<file path="src/rtl/memRouterPkg.sv">
package memRouterPkg;

  typedef enum logic [2:0] {
    TGT_NONE = 3'd0,
    TGT_ROM  = 3'd1,
    TGT_MAIN = 3'd2,
    TGT_VRAM = 3'd3,
    TGT_IO   = 3'd4
  } tgt_e;

  typedef struct packed {
    logic selRom;
    logic selMain;
    logic selVram;
    logic selIo;
    logic ioStart;
    logic writeEn;
    logic fetchRom;
    logic fetchCache;
  } strobes_t;

endpackage

</file>
<file path="src/rtl/memRouterDecode.sv">
module memRouterDecode
  import memRouterPkg::*;
#(
  parameter int          AW         = 32,
  parameter int unsigned ROM_WORDS  = 1024,
  parameter int unsigned MAIN_BASE  = 32'h0000_0400,
  parameter int unsigned MAIN_WORDS = 32'h00FF_FC00,
  parameter int unsigned VRAM_BASE  = 32'h0200_0000,
  parameter int unsigned VRAM_WORDS = 32'h0000_8000,
  parameter int unsigned IO_BASE    = 32'h0300_0000,
  parameter int unsigned IO_WORDS   = 32'h0000_1000
) (
  input  logic [AW-1:0] addr,
  output tgt_e          tgt
);

  localparam logic [AW:0] ROM_END   = (AW+1)'(ROM_WORDS);
  localparam logic [AW:0] MAIN_LO   = (AW+1)'(MAIN_BASE);
  localparam logic [AW:0] MAIN_HI   = (AW+1)'(MAIN_BASE) + (AW+1)'(MAIN_WORDS);
  localparam logic [AW:0] VRAM_LO   = (AW+1)'(VRAM_BASE);
  localparam logic [AW:0] VRAM_HI   = (AW+1)'(VRAM_BASE) + (AW+1)'(VRAM_WORDS);
  localparam logic [AW:0] IO_LO     = (AW+1)'(IO_BASE);
  localparam logic [AW:0] IO_HI     = (AW+1)'(IO_BASE) + (AW+1)'(IO_WORDS);

  logic [AW:0] wideAddr;
  logic        inRom, inMain, inVram, inIo;

  assign wideAddr = {1'b0, addr};
  assign inRom    = wideAddr < ROM_END;
  assign inMain   = (wideAddr >= MAIN_LO) && (wideAddr < MAIN_HI);
  assign inVram   = (wideAddr >= VRAM_LO) && (wideAddr < VRAM_HI);
  assign inIo     = (wideAddr >= IO_LO) && (wideAddr < IO_HI);

  // ROM window has top priority so overlapping parameter choices stay defined.
  always_comb begin
    if (inRom)       tgt = TGT_ROM;
    else if (inMain) tgt = TGT_MAIN;
    else if (inVram) tgt = TGT_VRAM;
    else if (inIo)   tgt = TGT_IO;
    else             tgt = TGT_NONE;
  end

endmodule

</file>
<file path="src/rtl/memRouterCtrl.sv">
module memRouterCtrl
  import memRouterPkg::*;
(
  input  logic     clk,
  input  logic     rstN,
  input  logic     memReq,
  input  logic     memWe,
  input  tgt_e     dataTgt,
  input  logic     fetchReq,
  input  tgt_e     fetchTgt,
  input  logic     dcDone,
  input  logic     ioDone,
  input  logic     icDone,
  output strobes_t st,
  output logic     memStall,
  output logic     fetchStall
);

  logic dataAct, fetchAct;
  logic ioBusy;
  logic ioSel;
  logic ioFinish;

  assign dataAct  = rstN && memReq;
  assign fetchAct = rstN && fetchReq;
  assign ioSel    = dataAct && (dataTgt == TGT_IO);
  // Done only counts once the start has been issued in an earlier cycle.
  assign ioFinish = ioBusy && ioDone;

  always_comb begin
    st            = '0;
    st.writeEn    = memWe;
    st.selRom     = dataAct && (dataTgt == TGT_ROM) && !memWe;
    st.selMain    = dataAct && (dataTgt == TGT_MAIN);
    st.selVram    = dataAct && (dataTgt == TGT_VRAM);
    st.selIo      = ioSel;
    st.ioStart    = ioSel && !ioBusy;
    st.fetchRom   = fetchAct && (fetchTgt == TGT_ROM);
    st.fetchCache = fetchAct && (fetchTgt != TGT_ROM);
  end

  always_comb begin
    memStall = 1'b0;
    if (st.selMain && !dcDone) memStall = 1'b1;
    if (ioSel && !ioFinish)    memStall = 1'b1;
  end

  assign fetchStall = st.fetchCache && !icDone;

  always_ff @(posedge clk) begin
    if (!rstN)                   ioBusy <= 1'b0;
    else if (st.ioStart)         ioBusy <= 1'b1;
    else if (ioFinish || !ioSel) ioBusy <= 1'b0;
  end

endmodule

</file>
<file path="src/rtl/memRouterDp.sv">
module memRouterDp
  import memRouterPkg::*;
#(
  parameter int          AW        = 32,
  parameter int          DW        = 32,
  parameter int unsigned VRAM_BASE = 32'h0200_0000,
  parameter int unsigned IO_BASE   = 32'h0300_0000,
  parameter int          ROM_AW    = 10,
  parameter int          VRAM_AW   = 15,
  parameter int          IO_AW     = 12
) (
  input  strobes_t           st,
  input  logic [AW-1:0]      memAddr,
  input  logic [DW-1:0]      memWdata,
  output logic [DW-1:0]      memRdata,
  input  logic [AW-1:0]      fetchAddr,
  output logic [DW-1:0]      fetchInstr,
  output logic               dcReq,
  output logic               dcWe,
  output logic [AW-1:0]      dcAddr,
  output logic [DW-1:0]      dcWdata,
  input  logic [DW-1:0]      dcRdata,
  output logic               vramEn,
  output logic               vramWe,
  output logic [VRAM_AW-1:0] vramAddr,
  output logic [DW-1:0]      vramWdata,
  input  logic [DW-1:0]      vramRdata,
  output logic               romDataEn,
  output logic [ROM_AW-1:0]  romDataAddr,
  input  logic [DW-1:0]      romDataRdata,
  output logic               romFetchEn,
  output logic [ROM_AW-1:0]  romFetchAddr,
  input  logic [DW-1:0]      romFetchRdata,
  output logic               ioStart,
  output logic               ioWe,
  output logic [IO_AW-1:0]   ioAddr,
  output logic [DW-1:0]      ioWdata,
  input  logic [DW-1:0]      ioRdata,
  output logic               icReq,
  output logic [AW-1:0]      icAddr,
  input  logic [DW-1:0]      icRdata
);

  localparam logic [AW-1:0] VRAM_OFS = AW'(VRAM_BASE);
  localparam logic [AW-1:0] IO_OFS   = AW'(IO_BASE);

  // Main memory path
  assign dcReq   = st.selMain;
  assign dcWe    = st.selMain && st.writeEn;
  assign dcAddr  = memAddr;
  assign dcWdata = memWdata;

  // Video RAM path, local offset
  assign vramEn    = st.selVram;
  assign vramWe    = st.selVram && st.writeEn;
  assign vramAddr  = VRAM_AW'(memAddr - VRAM_OFS);
  assign vramWdata = memWdata;

  // ROM data read port
  assign romDataEn   = st.selRom;
  assign romDataAddr = memAddr[ROM_AW-1:0];

  // Peripheral path; address and data held for the whole stalled access
  assign ioStart = st.ioStart;
  assign ioWe    = st.selIo && st.writeEn;
  assign ioAddr  = IO_AW'(memAddr - IO_OFS);
  assign ioWdata = memWdata;

  // Fetch ports
  assign romFetchEn   = st.fetchRom;
  assign romFetchAddr = fetchAddr[ROM_AW-1:0];
  assign icReq        = st.fetchCache;
  assign icAddr       = fetchAddr;

  always_comb begin
    memRdata = '0;
    unique case (1'b1)
      st.selRom:  memRdata = romDataRdata;
      st.selMain: memRdata = dcRdata;
      st.selVram: memRdata = vramRdata;
      st.selIo:   memRdata = ioRdata;
      default:    memRdata = '0;
    endcase
  end

  always_comb begin
    if (st.fetchRom)        fetchInstr = romFetchRdata;
    else if (st.fetchCache) fetchInstr = icRdata;
    else                    fetchInstr = '0;
  end

endmodule

</file>
<file path="src/rtl/memRouter.sv">
module memRouter
  import memRouterPkg::*;
#(
  parameter int          AW         = 32,
  parameter int          DW         = 32,
  parameter int unsigned ROM_WORDS  = 1024,
  parameter int unsigned MAIN_BASE  = 32'h0000_0400,
  parameter int unsigned MAIN_WORDS = 32'h00FF_FC00,
  parameter int unsigned VRAM_BASE  = 32'h0200_0000,
  parameter int unsigned VRAM_WORDS = 32'h0000_8000,
  parameter int unsigned IO_BASE    = 32'h0300_0000,
  parameter int unsigned IO_WORDS   = 32'h0000_1000,
  parameter int          ROM_AW     = $clog2(ROM_WORDS),
  parameter int          VRAM_AW    = $clog2(VRAM_WORDS),
  parameter int          IO_AW      = $clog2(IO_WORDS)
) (
  input  logic               clk,
  input  logic               rstN,
  input  logic               memReq,
  input  logic               memWe,
  input  logic [AW-1:0]      memAddr,
  input  logic [DW-1:0]      memWdata,
  output logic [DW-1:0]      memRdata,
  output logic               memStall,
  input  logic               fetchReq,
  input  logic [AW-1:0]      fetchAddr,
  output logic [DW-1:0]      fetchInstr,
  output logic               fetchStall,
  output logic               dcReq,
  output logic               dcWe,
  output logic [AW-1:0]      dcAddr,
  output logic [DW-1:0]      dcWdata,
  input  logic [DW-1:0]      dcRdata,
  input  logic               dcDone,
  output logic               vramEn,
  output logic               vramWe,
  output logic [VRAM_AW-1:0] vramAddr,
  output logic [DW-1:0]      vramWdata,
  input  logic [DW-1:0]      vramRdata,
  output logic               romDataEn,
  output logic [ROM_AW-1:0]  romDataAddr,
  input  logic [DW-1:0]      romDataRdata,
  output logic               romFetchEn,
  output logic [ROM_AW-1:0]  romFetchAddr,
  input  logic [DW-1:0]      romFetchRdata,
  output logic               ioStart,
  output logic               ioWe,
  output logic [IO_AW-1:0]   ioAddr,
  output logic [DW-1:0]      ioWdata,
  input  logic [DW-1:0]      ioRdata,
  input  logic               ioDone,
  output logic               icReq,
  output logic [AW-1:0]      icAddr,
  input  logic [DW-1:0]      icRdata,
  input  logic               icDone
);

  tgt_e     dataTgt, fetchTgt;
  strobes_t st;

  // Same decoder serves both the data and the fetch address.
  for (genvar g = 0; g < 2; g++) begin : g_dec
    tgt_e        tgtOut;
    logic [AW-1:0] decAddr;
    assign decAddr = (g == 0) ? memAddr : fetchAddr;
    memRouterDecode #(
      .AW(AW), .ROM_WORDS(ROM_WORDS),
      .MAIN_BASE(MAIN_BASE), .MAIN_WORDS(MAIN_WORDS),
      .VRAM_BASE(VRAM_BASE), .VRAM_WORDS(VRAM_WORDS),
      .IO_BASE(IO_BASE), .IO_WORDS(IO_WORDS)
    ) i_dec (
      .addr (decAddr),
      .tgt  (tgtOut)
    );
  end

  assign dataTgt  = g_dec[0].tgtOut;
  assign fetchTgt = g_dec[1].tgtOut;

  memRouterCtrl i_ctrl (
    .clk        (clk),
    .rstN       (rstN),
    .memReq     (memReq),
    .memWe      (memWe),
    .dataTgt    (dataTgt),
    .fetchReq   (fetchReq),
    .fetchTgt   (fetchTgt),
    .dcDone     (dcDone),
    .ioDone     (ioDone),
    .icDone     (icDone),
    .st         (st),
    .memStall   (memStall),
    .fetchStall (fetchStall)
  );

  memRouterDp #(
    .AW(AW), .DW(DW), .VRAM_BASE(VRAM_BASE), .IO_BASE(IO_BASE),
    .ROM_AW(ROM_AW), .VRAM_AW(VRAM_AW), .IO_AW(IO_AW)
  ) i_dp (
    .st            (st),
    .memAddr       (memAddr),
    .memWdata      (memWdata),
    .memRdata      (memRdata),
    .fetchAddr     (fetchAddr),
    .fetchInstr    (fetchInstr),
    .dcReq         (dcReq),
    .dcWe          (dcWe),
    .dcAddr        (dcAddr),
    .dcWdata       (dcWdata),
    .dcRdata       (dcRdata),
    .vramEn        (vramEn),
    .vramWe        (vramWe),
    .vramAddr      (vramAddr),
    .vramWdata     (vramWdata),
    .vramRdata     (vramRdata),
    .romDataEn     (romDataEn),
    .romDataAddr   (romDataAddr),
    .romDataRdata  (romDataRdata),
    .romFetchEn    (romFetchEn),
    .romFetchAddr  (romFetchAddr),
    .romFetchRdata (romFetchRdata),
    .ioStart       (ioStart),
    .ioWe          (ioWe),
    .ioAddr        (ioAddr),
    .ioWdata       (ioWdata),
    .ioRdata       (ioRdata),
    .icReq         (icReq),
    .icAddr        (icAddr),
    .icRdata       (icRdata)
  );

endmodule

</file>
<file path="config.mk">
export PLATFORM = sky130hd
export DESIGN_NAME = memRouter
export DESIGN_NICKNAME = d
export VERILOG_FILES = /design/src/rtl/memRouterPkg.sv /design/src/rtl/memRouterDecode.sv /design/src/rtl/memRouterCtrl.sv /design/src/rtl/memRouterDp.sv /design/src/rtl/memRouter.sv
export SDC_FILE = /design/constraint.sdc
export NUM_CORES = 1
export LEC_CHECK = 0
export ABC_AREA = 1
export ABC_CLOCK_PERIOD_IN_PS = 1910
export BUFFER_PORTS_ARGS = -buffer_cell sky130_fd_sc_hd__buf_2
export CAP_MARGIN = 10
export CORE_AREA = 2 2 227 229
export DETAILED_ROUTE_END_ITERATION = 8
export DIE_AREA = 0 0 229 231
export GPL_TIMING_DRIVEN = 0
export PLACE_DENSITY_LB_ADDON = 0.15
export SLEW_MARGIN = 15
export SYNTH_ARGS = -nofsm -noshare
export SYNTH_HDL_FRONTEND = slang
export SYNTH_SLANG_ARGS = --single-unit
</file>
<file path="constraint.sdc">
create_clock -name clk -period 1.91 [get_ports clk]
set_clock_uncertainty 0.15 [all_clocks]
set_input_delay 0.191 -clock clk [delete_from_list [all_inputs] [get_ports clk]]
set_output_delay 0.191 -clock clk [all_outputs]
set_load 0.02 [all_outputs]
</file>
# Word-level counts from Yosys, hierarchy flattened
# Index checks and enable logic that the tools add are counted.
[totals] reg_bits=1 latch_bits=0 ram_bits=0 mem_bits_ro=0 in_bits=296 output_inout_bits=282 word_cells=69 mem_count=0
[classes] add_sub_neg=2 mul=0 div=0 magnitude_cmp=14 n_eq_ne=6 shifts=0 muxes=15 n_bitwise=0 n_reduce_logical=31
[op_table] cell="32-bit by 26-bit >= comparator with 1-bit output, second input constant" count=4
[op_table] cell="32-bit by 26-bit less-than comparator with 1-bit output, second input constant" count=4
[op_table] cell="32-bit one-hot mux with 4 select lines" count=1
[op_table] cell="32-bit by 11-bit >= comparator with 1-bit output, second input constant" count=2
[op_table] cell="32-bit by 11-bit less-than comparator with 1-bit output, second input constant" count=2
[op_table] cell="32-bit by 25-bit less-than comparator with 1-bit output, second input constant" count=2
[op_table] cell="32-bit two-way mux" count=2
[op_table] cell="3-bit two-way mux" count=8
[op_table] cell="1-bit logical AND" count=23
[op_table] cell="15-bit by 1-bit subtractor with 15-bit output, second input constant" count=1
[op_table] cell="12-bit by 1-bit subtractor with 12-bit output, second input constant" count=1
[op_table] cell="3-bit by 1-bit equality test with 1-bit output, second input constant" count=2
[op_table] cell="3-bit by 2-bit equality test with 1-bit output, second input constant" count=2
[op_table] cell="1-bit zero test" count=6
[op_table] cell="1-bit two-way mux" count=4
[op_table] cell="3-bit equality test, second input constant" count=1
[op_table] cell="3-bit by 1-bit inequality test with 1-bit output, second input constant" count=1
[op_table] cell="2-bit nonzero test" count=1
[op_table] cell="1-bit logical OR" count=1

# Logic depth before layout (Yosys ltp)
[logic_depth] ltp_word=12 mapped_depth=10 depth_no_buf=9

# Hierarchy
# From an unflattened synthesis, not the netlist that was laid out.
[unflattened] cells_unflattened=721 area_unflattened_um2=3719.8
[modules_own_cells] mod="memRouterDp" n_inst=1 cells_per_inst=627 area_per_inst_um2=3244.4 seq_area_each_um2=0.0
[modules_own_cells] mod="memRouterDecode" n_inst=2 cells_per_inst=31 area_per_inst_um2=142.6 seq_area_each_um2=0.0
[modules_own_cells] mod="memRouterCtrl" n_inst=1 cells_per_inst=32 area_per_inst_um2=190.2 seq_area_each_um2=20.0

# Worst setup path before layout
# Ideal clock, no wire load.
[synth_path] kind="in2out" start="in memAddr[21]" end="out vramWe" arrival_time_ps=1402 setup_slack_ps=167 cell_stages=8 path_cell_list="nor2_1 -> nand2_1 -> nor2_4 -> nand4_1 -> nor2_4 -> buf_4 -> nand2_1 -> nor2_1"
[synth_between] elab_chain_len=9 word_cells_on_any_way=17 cone_classes="order compare (7); eq/ne (1); mux (4); reduce/logical (5)"
[synth_lines] item="start, declared" line_no="memRouter.sv:21" rtl="input logic [AW-1:0] memAddr,"
[synth_lines] item="32-bit by 26-bit >= comparator with 1-bit output or 32-bit by 26-bit less-than comparator with 1-bit output (tied branches)" line_no="memRouterDecode.sv:32" rtl="assign inIo = (wideAddr >= IO_LO) && (wideAddr < IO_HI);"
[synth_lines] item="1-bit logical AND" line_no="memRouterDecode.sv:32"
[synth_lines] item="3-bit two-way mux" line_no="memRouterDecode.sv:39" rtl="else if (inIo) tgt = TGT_IO;"
[synth_lines] item="3-bit two-way mux" line_no="memRouterDecode.sv:38" rtl="else if (inVram) tgt = TGT_VRAM;"
[synth_lines] item="3-bit two-way mux" line_no="memRouterDecode.sv:37" rtl="else if (inMain) tgt = TGT_MAIN;"
[synth_lines] item="3-bit two-way mux *" line_no="memRouterDecode.sv:36" rtl="if (inRom) tgt = TGT_ROM;"
[synth_lines] item="3-bit by 2-bit equality test with 1-bit output *" line_no="memRouterCtrl.sv:35" rtl="st.selVram = dataAct && (dataTgt == TGT_VRAM);"
[synth_lines] item="1-bit logical AND *" line_no="memRouterCtrl.sv:35"
[synth_lines] item="1-bit logical AND *" line_no="memRouterDp.sv:55" rtl="assign vramWe = st.selVram && st.writeEn;"
[synth_lines] item="end, declared" line_no="memRouter.sv:36" rtl="output logic vramWe,"
# Every way passes the cells marked *; elsewhere a longest branch is shown, timed or not.

# Final worst setup path
[layout_path] start="in memAddr[21]" end="out memRdata[12]"
[layout_between] elab_chain_len=10 word_cells_on_any_way=24 cone_classes="order compare (7); eq/ne (4); mux (5); reduce/logical (8)"
[layout_lines] item="32-bit by 26-bit >= comparator with 1-bit output or 32-bit by 26-bit less-than comparator with 1-bit output (tied branches)" line_no="memRouterDecode.sv:32"
[layout_lines] item="1-bit logical AND" line_no="memRouterDecode.sv:32"
[layout_lines] item="3-bit two-way mux" line_no="memRouterDecode.sv:39"
[layout_lines] item="3-bit two-way mux" line_no="memRouterDecode.sv:38"
[layout_lines] item="3-bit two-way mux" line_no="memRouterDecode.sv:37"
[layout_lines] item="3-bit two-way mux *" line_no="memRouterDecode.sv:36"
[layout_lines] item="3-bit by 1-bit equality test with 1-bit output" line_no="memRouterCtrl.sv:33" rtl="st.selRom = dataAct && (dataTgt == TGT_ROM) && !memWe;"
[layout_lines] item="1-bit logical AND (2 in series)" line_no="memRouterCtrl.sv:33"
[layout_lines] item="32-bit one-hot mux with 4 select lines *" line_no="memRouterDp.sv:77" rtl="unique case (1'b1)"
[layout_lines] item="end, declared" line_no="memRouter.sv:23" rtl="output logic [DW-1:0] memRdata,"
# Marks and branches as above.

==> flow_summary_export.csv <==
group,metric,value,unit
setup_path,cp-end-kind,"output port",
timing,rsz0062_at_grt,"yes",
setup_path,arrival,1.64,ns
cells_and_area,layout.cells.non_filler,1892,
setup_path,timing.critical_path.mode_cell,"buf_6",
synthesis,ys_ff_latch,1,
cells_and_area,final_cell_mix,"buf_2, buf_4, buf_6",
synthesis,syn_inst,643,
place,io_buffers,525,
setup_path,crit_family,"buffers and inverters",
setup_path,critical_path.max_stage_delay,0.15,ns
routing,ant_nets,0,
timing,period_share,104,%
global_route,grt_pass1_wl,43400,um
cells_and_area,antenna_cells,0,
setup_path,critical_path_class,"primary input to output port",
power_and_ir_drop,vdd_drop_max,0.0853,mV
die,die_w,229,um
setup_path,cp.depth,15,
routing,viasPerCell,3.26,
timing,finalMaxSlewViolations,0,
die,core-area,50700,um^2
cells_and_area,largest_reg_flops,1,
global_route,grt_pass1_vias,6117,
timing,fmax,0.504,GHz
cells_and_area,final_common_cell,"buf_2",
cts,clkTransAtPathRegs,0,ns
timing,tightest_slew,0.386,ns
global_route,track_usage,11.3,%
setup_path,rrSetupSlack,1.09,ns
routing,dr_total_vias,6164,
place,post-place-ws,-0.839,ns
synthesis,syn_nets,939,
cells_and_area,nNetsFinal,1510,
setup_path,start_kind,"primary input",
synthesis,ys_top_cells_by_area,"buf_4, nand3_1, nand2_1",
die,io_pins,578,
cells_and_area,largest_register,"i_ctrl.ioBusy",
place,hpwlAfterDp,28300,um
die,num_rows,83,
synthesis,synth_edf_count,0,
setup_path,worst-path-buf-inv,8,
routing,first_iter_violations,106,
die,die_h,231,um
die,start_util,7.14,%
synthesis,synth_area_leader_cell,"buf_4",
synthesis,synth.yosys.warnings,0,
die,die_area,52900,um^2
setup_path,r2r_end,"i_ctrl.ioBusy",
cells_and_area,area_growth,164,%
timing,worst_slack,-0.0735,ns
synthesis,syn_avg_cell_area,5.63,um^2
timing,final-hold-violation-count,0,
status,failed_checks,"setup timing",
worst_hold_path,hp-start,"ioDone",
worst_hold_path,min_path_type,"primary input to flip-flop",
timing,relSlewSlack,74.3,%
setup_path,r2r-start,"i_ctrl.ioBusy",
routing,routedWlPerCell,17.5,um
global_route,grt_max_degree,11,
synthesis,synthesis.area,3620,um^2
setup_path,cp_slowest_cell,"nor2_4",
synthesis,synth_top_area_share,44.2,%
routing,drtPass1Iterations,4,
routing,wirelength,33100,um
setup_path,crit_start,"memAddr[21]",
cells_and_area,reg.largest.list,"i_ctrl.ioBusy x1",
routing,post-route-drc-count,0,
timing,min_period,1.98,ns
synthesis,synthFlopType,"dfxtp_1",
setup_path,worstPathCellList,"buf_6 > nor2_4 > nand2_2 > nor2_4 > buf_4 > buf_6 > buf_6 > a21oi_4 > buf_12 > buf_12 > nand3_2 > nand2_2 > inv_2 > nand3_2 > buf_6",
timing,finalSetupViolations,32,
place,place_congestion,0.804,
place,place_inst,1848,
cells_and_area,drive_gt1_share,84.2,%
synthesis,async_flop_share,0,%
power_and_ir_drop,p_leak,0.00534,uW
synthesis,yosysSeqAreaShare,0.553,%
synthesis,synth_cell_type_count,24,
status,outcome,"finished with violations",
global_route,grt_overflow,0,
job,cap_violations,0,
global_route,antenna_found_initial,14,
setup_path,cp.required,1.57,ns
setup_path,crit_fanout,5,
setup_path,reg2regPathDepth,2,
setup_path,worstSetupEndpoint,"memRdata[12]",
power_and_ir_drop,p_per_area,165,nW/um^2
cts,insertion_delay,0,ns
==> area by class of cell <==
cell class,instances,area [um^2]
inverters,50,199
flip-flops and latches,1,20.0
repair buffers,569,3850
multi-input cells,356,2670
plain buffers,236,1950
fillers,5936,41100
well taps,680,851
==> worst min-delay path by stage <==
stage	endpoint	slack, ns	cells past startpoint
after floorplan	i_ctrl.ioBusy	0.24	2
after global placement	i_ctrl.ioBusy	0.42	3
after detailed placement	i_ctrl.ioBusy	0.42	3
after CTS	i_ctrl.ioBusy	0.43	3
after global routing	i_ctrl.ioBusy	0.44	3
final	i_ctrl.ioBusy	0.43	3
==> metal layers <==
metal,vias to the layer above,wire length [um],GRT usage (%)
li1,2991,-,-
met1,2776,11400,11.4
met2,345,18600,23.6
met3,48,2350,2.45
met4,4,731,1.68
met5,-,27,0
==> tightest hold or removal path: stages <==
cell and delay, ns:
buf_2 0.08, nand3b_1 0.18, nand2_1 0.07
==> cell usage after synthesis, types with 3 or more instances <==
library cell and instances:
nand2_1 143, inv_1 49, nand3_1 145, nand2_2 3, nand4_1 21, nor2_1 25, buf_2 12, nor2_4 6
clkbuf_1 9, buf_4 213
==> logic make-up (layout without fill, tap and decap cells) <==
| kind of cell | after synthesis | count (layout) | synth area share [%] |
|---|---|---|---|
| AO/OA/AOI/OAI | 2 | 2 | 0.692 |
| buffers and inverters | 286 | 855 | 52.4 |
| flip-flops | 1 | 1 | 0.553 |
| AND/OR/NAND/NOR | 354 | 354 | 46.4 |
==> report_power, final <==
part	switching, uW	internal, uW
clock	0	0
sequential	0.00000261	21.3
combinational	790	767
total	790	789
==> through the flow <==
| step | cell area [um^2] | hold WS, ns | power [uW] | utilization, % | setup TNS [ns] |
|---|---|---|---|---|---|
| global route | 9540 | 0.443 | 1680 | 18.8 | -6.95 |
| detailed placement | 7100 | 0.417 | 1390 | 14.0 | -43.04 |
| CTS | 8520 | 0.434 | 1530 | 16.8 | -2.30 |
| global placement | 7100 | 0.422 | 1390 | 14.0 | -42.33 |
| finish | 9540 | 0.431 | 1580 | 18.8 | -1.23 |
| floorplan | 3620 | 0.237 | 793 | - | 0 |
==> timing repair <==
item                       4_1_cts  5_1_grt
cloned                           3        7
pin swaps                       48       82
hold buffers                     0        0
setup buffers                   28        8
resized for setup              308      219
setup endpoints to repair       75       70
(Power assumes the default switching activity.)
